File: src/rtl/rdl_pkg.sv
package rdl_pkg;

    localparam int unsigned RDL_IN_W     = 32;
    localparam int unsigned RDL_WIDE_W   = 24;
    localparam int unsigned RDL_NARROW_W = 20;
    localparam int unsigned RDL_LFSR_W   = 23;
    localparam int unsigned RDL_LFSR_TAP = 18;

    typedef struct packed {
        logic wide;
        logic dither;
    } rdl_mode_t;

    function automatic rdl_mode_t rdl_make_mode(input logic wide, input logic dither);
        rdl_mode_t m;
        m.wide   = wide;
        m.dither = dither;
        return m;
    endfunction

endpackage

File: src/rtl/rdl_lfsr.sv
module rdl_lfsr #(
    parameter int unsigned        W      = 23,
    parameter int unsigned        TAP    = 18,
    parameter int unsigned        OUT_W  = 12,
    parameter logic [W-1:0]       SEED   = 23'h4C1D35
) (
    input  logic             clk,
    input  logic             rst,
    input  logic             step,
    output logic [OUT_W-1:0] top_bits
);
    logic [W-1:0] state_q;

    always_ff @(posedge clk) begin
        if (rst)
            state_q <= SEED;
        else if (step)
            state_q <= {state_q[W-2:0], state_q[W-1] ^ state_q[TAP-1]};
    end

    assign top_bits = state_q[W-1 -: OUT_W];
endmodule

File: src/rtl/rdl_round_sat.sv
module rdl_round_sat
    import rdl_pkg::*;
#(
    parameter int unsigned IN_W     = 32,
    parameter int unsigned WIDE_W   = 24,
    parameter int unsigned NARROW_W = 20
) (
    input  logic                   clk,
    input  logic                   rst,
    input  logic                   load,
    input  rdl_mode_t              mode,
    input  logic [IN_W-1:0]        din,
    input  logic [IN_W-NARROW_W-1:0] rnd,
    output logic [WIDE_W-1:0]      dout
);
    localparam int unsigned FW = IN_W - WIDE_W;
    localparam int unsigned FN = IN_W - NARROW_W;
    localparam int unsigned SW = IN_W + 1;

    localparam logic signed [SW-1:0] W_MAX = {{(SW-WIDE_W+1){1'b0}},   {(WIDE_W-1){1'b1}}};
    localparam logic signed [SW-1:0] W_MIN = {{(SW-WIDE_W+1){1'b1}},   {(WIDE_W-1){1'b0}}};
    localparam logic signed [SW-1:0] N_MAX = {{(SW-NARROW_W+1){1'b0}}, {(NARROW_W-1){1'b1}}};
    localparam logic signed [SW-1:0] N_MIN = {{(SW-NARROW_W+1){1'b1}}, {(NARROW_W-1){1'b0}}};

    localparam logic [WIDE_W-1:0] W_MAX_O = {1'b0, {(WIDE_W-1){1'b1}}};
    localparam logic [WIDE_W-1:0] W_MIN_O = {1'b1, {(WIDE_W-1){1'b0}}};
    localparam logic [WIDE_W-1:0] N_MAX_O = {{(WIDE_W-NARROW_W+1){1'b0}}, {(NARROW_W-1){1'b1}}};
    localparam logic [WIDE_W-1:0] N_MIN_O = {{(WIDE_W-NARROW_W+1){1'b1}}, {(NARROW_W-1){1'b0}}};

    logic [FN-1:0]         offset;
    logic signed [SW-1:0]  sum;
    logic signed [SW-1:0]  shifted;
    logic                  over_hi, over_lo;
    logic [WIDE_W-1:0]     word_next;

    always_comb begin
        offset = '0;
        if (mode.dither) begin
            if (mode.wide)
                offset[FW-1:0] = rnd[FN-1 -: FW];
            else
                offset = rnd;
        end else begin
            if (mode.wide)
                offset[FW-1] = 1'b1;
            else
                offset[FN-1] = 1'b1;
        end
    end

    always_comb begin
        sum     = $signed({din[IN_W-1], din}) + $signed({{(SW-FN){1'b0}}, offset});
        shifted = mode.wide ? (sum >>> FW) : (sum >>> FN);
        over_hi = mode.wide ? (shifted > W_MAX) : (shifted > N_MAX);
        over_lo = mode.wide ? (shifted < W_MIN) : (shifted < N_MIN);
        if (over_hi)
            word_next = mode.wide ? W_MAX_O : N_MAX_O;
        else if (over_lo)
            word_next = mode.wide ? W_MIN_O : N_MIN_O;
        else
            word_next = shifted[WIDE_W-1:0];
    end

    always_ff @(posedge clk) begin
        if (rst)
            dout <= '0;
        else if (load)
            dout <= word_next;
    end
endmodule

File: src/rtl/rnd_dither_limit.sv
module rnd_dither_limit
    import rdl_pkg::*;
#(
    parameter int unsigned           IN_W      = RDL_IN_W,
    parameter int unsigned           WIDE_W    = RDL_WIDE_W,
    parameter int unsigned           NARROW_W  = RDL_NARROW_W,
    parameter int unsigned           LFSR_W    = RDL_LFSR_W,
    parameter int unsigned           LFSR_TAP  = RDL_LFSR_TAP,
    parameter logic [LFSR_W-1:0]     LFSR_SEED = 23'h4C1D35
) (
    input  logic              clk,
    input  logic              rst,
    input  logic              in_valid,
    input  logic [IN_W-1:0]   in_left,
    input  logic [IN_W-1:0]   in_right,
    input  logic              wide_sel,
    input  logic              dither_on,
    output logic              out_valid,
    output logic [WIDE_W-1:0] out_left,
    output logic [WIDE_W-1:0] out_right
);
    localparam int unsigned NCH = 2;
    localparam int unsigned RW  = IN_W - NARROW_W;

    rdl_mode_t              mode;
    logic [RW-1:0]          rnd;
    logic [IN_W-1:0]        ch_in  [NCH];
    logic [WIDE_W-1:0]      ch_out [NCH];

    assign mode     = rdl_make_mode(wide_sel, dither_on);
    assign ch_in[0] = in_left;
    assign ch_in[1] = in_right;

    rdl_lfsr #(
        .W     (LFSR_W),
        .TAP   (LFSR_TAP),
        .OUT_W (RW),
        .SEED  (LFSR_SEED)
    ) u_lfsr (
        .clk      (clk),
        .rst      (rst),
        .step     (in_valid),
        .top_bits (rnd)
    );

    for (genvar c = 0; c < NCH; c++) begin : g_ch
        rdl_round_sat #(
            .IN_W     (IN_W),
            .WIDE_W   (WIDE_W),
            .NARROW_W (NARROW_W)
        ) u_rs (
            .clk  (clk),
            .rst  (rst),
            .load (in_valid),
            .mode (mode),
            .din  (ch_in[c]),
            .rnd  (rnd),
            .dout (ch_out[c])
        );
    end

    always_ff @(posedge clk) begin
        if (rst)
            out_valid <= 1'b0;
        else
            out_valid <= in_valid;
    end

    assign out_left  = ch_out[0];
    assign out_right = ch_out[1];
endmodule

File: config.mk
export PLATFORM = sky130hd
export DESIGN_NAME = rnd_dither_limit
export DESIGN_NICKNAME = d
export VERILOG_FILES = /design/src/rtl/rdl_pkg.sv /design/src/rtl/rdl_lfsr.sv /design/src/rtl/rdl_round_sat.sv /design/src/rtl/rnd_dither_limit.sv
export SDC_FILE = /design/constraint.sdc
export NUM_CORES = 1
export LEC_CHECK = 0
export BUFFER_PORTS_ARGS = -buffer_cell sky130_fd_sc_hd__buf_2
export CORE_ASPECT_RATIO = 0.8
export CORE_MARGIN = 8
export CORE_UTILIZATION = 35
export DETAILED_ROUTE_END_ITERATION = 10
export PLACE_DENSITY = 0.55
export SYNTH_ARGS = -nofsm -noshare
export SYNTH_HDL_FRONTEND = slang
export SYNTH_SLANG_ARGS = --single-unit
File: constraint.sdc
create_clock -name clk -period 8.9 [get_ports clk]
set_input_delay 0 -clock clk [delete_from_list [all_inputs] [get_ports clk]]
set_output_delay 0 -clock clk [all_outputs]
set_load 0.03 [all_outputs]
Word-level counts from Yosys, hierarchy flattened --
Index checks and enable logic that the tools add are counted. W data, S select, Z words.
Storage, ports and cells: flip-flop bits (word level) 72, input port bits 69, output and inout port bits 49, logic and storage cells 35
Operators by class: add/sub/neg operators 2, magnitude comparators 8, mux-type cells 20, bitwise gates (word level) 1
Operators by type and width (count):
- $mux W24 | 6
- $add A32 B13 Y33 | 2
- $gt A25 B20 Y1 const B | 2
- $gt A25 B24 Y1 const B | 2
- $lt A25 B20 Y1 const B | 2
- $lt A25 B24 Y1 const B | 2
- $mux W23 | 2
- $mux W1 | 8
- $mux W8 | 1
- $mux W7 | 1
- $mux W4 | 1
- $mux W3 | 1
- $xor A1 B1 Y1 | 1

Depth between registers and ports, before layout --
depth after elaboration 8, gate-level depth with buffers 18, depth with buffers taken out 13

Cells and area by module --
From an unflattened synthesis, not the netlist that was laid out.
Second synthesis, totals: cell total of the unflattened synthesis 646, area total of the unflattened synthesis 5385.2 um2
By module, submodules not included:
- rdl_round_sat | times used 2, cells an instance 278, area each 2209.6 um2, sequential area each 480.5 um2
- rdl_lfsr | times used 1, cells an instance 88, area each 932.1 um2, sequential area each 460.4 um2
- rnd_dither_limit | times used 1, cells an instance 2, area each 33.8 um2, sequential area each 20.0 um2

Worst setup path before layout --
Ideal clock, no wire load.
path type input port to flip-flop, from input port wide_sel, to register g_ch[1].u_rs.dout[13], library setup time 86 ps, arrival time 3048 ps, data required time 8814 ps, setup slack 5767 ps, stages 15, path buffers 6, cells stage by stage buf_6 > buf_6 > clkbuf_1 > buf_1 > nor2_1 > ha_1 > and3_1 > nand3_1 > or4_1 > buf_6 > buf_6 > a211oi_1 > xnor2_1 > mux2i_1 > a211oi_1
Between the ends: word-level cells in the longest chain between the ends 8, elaborated cells on any way between the ends 18, those cells by class 1 x add/sub; 4 x order compare; 13 x mux
Ends and longest elaborated chain:
- start, declared | line rnd_dither_limit.sv:16 | input logic wide_sel,
- $mux W8 (tied with other cells) | line rdl_round_sat.sv:39 | if (mode.wide)
- $mux W7 (tied with other cells) | line rdl_round_sat.sv:38 | if (mode.dither) begin
- $add A32 B13 Y33 | line rdl_round_sat.sv:52 | sum = $signed({din[IN_W-1], din}) + $signed({{(SW-FN){1'b0}}, offset});
- $mux W24 | line rdl_round_sat.sv:53 | shifted = mode.wide ? (sum >>> FW) : (sum >>> FN);
- $lt A25 B20 Y1 or $lt A25 B24 Y1 (tied branches) | line rdl_round_sat.sv:55 | over_lo = mode.wide ? (shifted < W_MIN) : (shifted < N_MIN);
- $mux W1 | line rdl_round_sat.sv:55
- $mux W24 | line rdl_round_sat.sv:58 | else if (over_lo)
- $mux W24 (*) | line rdl_round_sat.sv:56 | if (over_hi)
- end signal, assigned | line rdl_round_sat.sv:68 | dout <= word_next;
- end, declared | line rdl_round_sat.sv:14 | output logic [WIDE_W-1:0] dout
Every way passes the cells marked *; elsewhere a longest branch is shown, timed or not. A chain may end at the register's enable or synchronous reset.

Final worst setup path --
from input port wide_sel, to register g_ch[1].u_rs.dout[20]
Same word-level chain as after synthesis.

==> qor.yml <==
startpoint_type: "primary input"
cp_max_fo: 62
portBuffers: 117
hold_path.class: "primary input to flip-flop"
boundaryPins: 118
wire_per_inst_um: 17.02
hold_depth: 4
dieArea_sq_um: 18030
vias_per_cell: 5.438
cts_max_level: 3
syn_to_final_growth_pct: 19.37
gp_congestion: 0.8901
gr-usage-met1: 0.2173
synth_area_per_cell_sq_um: 8.578
fillCellCount: 1414
globalRouteMet3Util: 0.05004
core-area_sq_um: 13600
die_h_um: 121.7
post_cts_buffers: 0
grt_max_degree: 77
min_period_ps: 4345
fin_ws_ps: 4555
cp_cell_sequence: "buf_2, buf_4, inv_1, and3_1, ha_1, and3_1, nand3_1, or4_1, a2111oi_4, nor2_2, and3_1, nor3_1"
antenna_left: 0
worstSetupPathType: "primary input to flip-flop"
grt_use_met2: 0.2378
yosysTopAreaCell: "dfxtp_1"
clk_latency_ps: 330
endpoint_kind: "flip-flop"
yosys_most_used_dff: "dfxtp_1"
hold_buffers: 0
swShare: 0.3162
cts-resized-gates: 0
worst_ep_arrival_time_ps: 4600
whs_ps: 64.41
p_leak_uw: 0.002497
cp.depth: 12
crit_top_cell: "and3_1"
antenna_cells: 0
antenna_found_initial: 0
yosysTopAreaCellShare: 0.2948
track_usage: 0.1582
crit_buf_inv: 3
intPower_uw: 643.2
grt-ovfl-total: 0
grt.busiest_layer: "met2"
hpwlAfterDp_um: 10990
hold_viol: 0
die_w_um: 148.2
switchingPower_uw: 297.4
tns_ps: 0
rows: 38
grt_pass1_wl_um: 23320
finalClockSkew_ps: 9.031
fmax_mhz: 230.1
clock_path_buffers: 2
synthesis.area_sq_um: 4890
slowest_stage: "or4_1"
drc: 0
maxSlewHeadroom: 0.3614
final_max_slew_viol_count: 0
routed_wl_um: 14450
cts_tree: "built"
clkTransAtPathRegs_ps: 60
fin_nets: 743
place_ws_ps: 4191
clock_tree.root_cell: "clkbuf_16"
synth.area.top_cells: "dfxtp_1 29%, mux2i_1 10%, nor2_1 6.0%"
cp.required_ps: 9160
drtIter0Drc: 275
critical-path-top-delay-family: "simple AND/OR/NAND/NOR gates"
ys_seq_elements: 72
seq_area_frac_synth: 0.2948
worst_slew_pin_slew_ps: 958.0
vdd_ir_drop_max_v: 0.00008758
critPathMaxStageDelay_ps: 980
post-route-util: 0.4292
setup_violations: 0
drive_gt1_frac: 0.2586
finalCritPeriodShare: 0.4882
clock-sinks: 72
synthArstFlopShare: 0
cts_made_buffers: 9
synth_warnings: 0
synthCells: 570
worstRegToRegCells: 9
status: "finished, final reports clean"
layout_common_cells: "117 x buf_2, 78 x nor2_1, 72 x dfxtp_1"
ys_types: 68
seqPwrFrac: 0.383
grt_pass1_vias: 4504
synth-edff-count: 0
rsz0062_at_grt: "no"
mostFrequentLayoutCell: "buf_2"
mappedNetlistNets: 649
initial_utilization: 0.3596
power.density_nw_per_um2: 161.1
drt-pass1-iter-count: 5
vias: 4617
cap_violations: 0
p_clk_frac: 0.384
power_frac_comb: 0.233
==> worst paths after layout <==
path	endpoint	startpoint	slack, ps
worst min register to register	u_lfsr.state_q[4]$_SDFFE_PP1P_	u_lfsr.state_q[4]$_SDFFE_PP1P_	480
worst min-delay path	g_ch[0].u_rs.dout[11]$_SDFFE_PP0P_	in_left[23]	60
worst max-delay path	g_ch[1].u_rs.dout[20]$_SDFFE_PP0P_	wide_sel	4550
worst max register to register	g_ch[1].u_rs.dout[20]$_SDFFE_PP0P_	u_lfsr.state_q[18]$_SDFFE_PP1P_	5040
==> power by group through the flow <==
stage | clock, uW | combinational [uW] | sequential [uW]
after floorplan | 0 | 118 | 398
after global placement | 0 | 217 | 367
after detailed placement | 0 | 220 | 368
after CTS | 372 | 220 | 361
after global routing | 388 | 239 | 363
final | 361 | 219 | 361
==> per-layer routing <==
layer | part of all wire | vias to the layer above | routed length (um)
li1 | - | 2283 | -
met1 | 0.49 | 2193 | 7108
met2 | 0.43 | 126 | 6199
met3 | 0.071 | 15 | 1025
met4 | 0.0078 | 0 | 113
met5 | 0 | - | 0
==> layout make-up <==
| class | instances | area, sq um | area share |
|---|---|---|---|
| clock buffers | 9 | 225.2 | 0.03859 |
| clock inverters | 7 | 71.32 | 0.01222 |
| inverters | 15 | 56.30 | 0.009646 |
| multi-input cells | 445 | 3202 | 0.5486 |
| flip-flops and latches | 72 | 1441 | 0.2469 |
| well taps | 180 | 225.2 | 0.03859 |
| repair buffers | 121 | 615.6 | 0.1055 |
==> sequential cells by signal (all words and copies together) (netlist names) <==
name,count
g_ch.u_rs.dout,48
u_lfsr.state_q,23
out_valid,1
==> worst reg2reg max path, cell delays in order (launching register included) <==
cell and delay, ps:
dfxtp_1 340, mux2_1 370, a21oi_1 220, a22oi_1 120, o32ai_1 630, or4_1 840
a2111oi_4 220, nor2_2 670, and3_1 280, nor3_1 50
==> Yosys cell counts, types with 14 or more instances <==
cell / n
xor2_1: 14
a21oi_1: 21
xnor2_1: 30
clkbuf_1: 18
o21ai_0: 16
inv_1: 14
dfxtp_1: 72
a211oi_1: 34
mux2i_1: 49
and3_1: 14
nor2_1: 78
nand2_1: 33
==> per-stage QoR <==
stage	power, uW	std cells	cell area, sq um
CTS	952.7	849	5837
global route	990.5	849	5837
finish	940.6	849	5837
global placement	584.0	833	5540
floorplan	515.6	570	4890
detailed placement	587.1	833	5540
==> kinds of logic (layout without fill, tap and decap cells) <==
group | after synthesis | count (layout) | share of synthesized area
buf+inv | 53 | 152 | 0.05041
simple gates | 185 | 185 | 0.1837
flops | 72 | 72 | 0.2948
mux | 57 | 57 | 0.1203
fa+ha+maj | 10 | 10 | 0.02559
compound gates | 149 | 149 | 0.2464
xor+xnor | 44 | 44 | 0.07881
(Power assumes the default switching activity.)
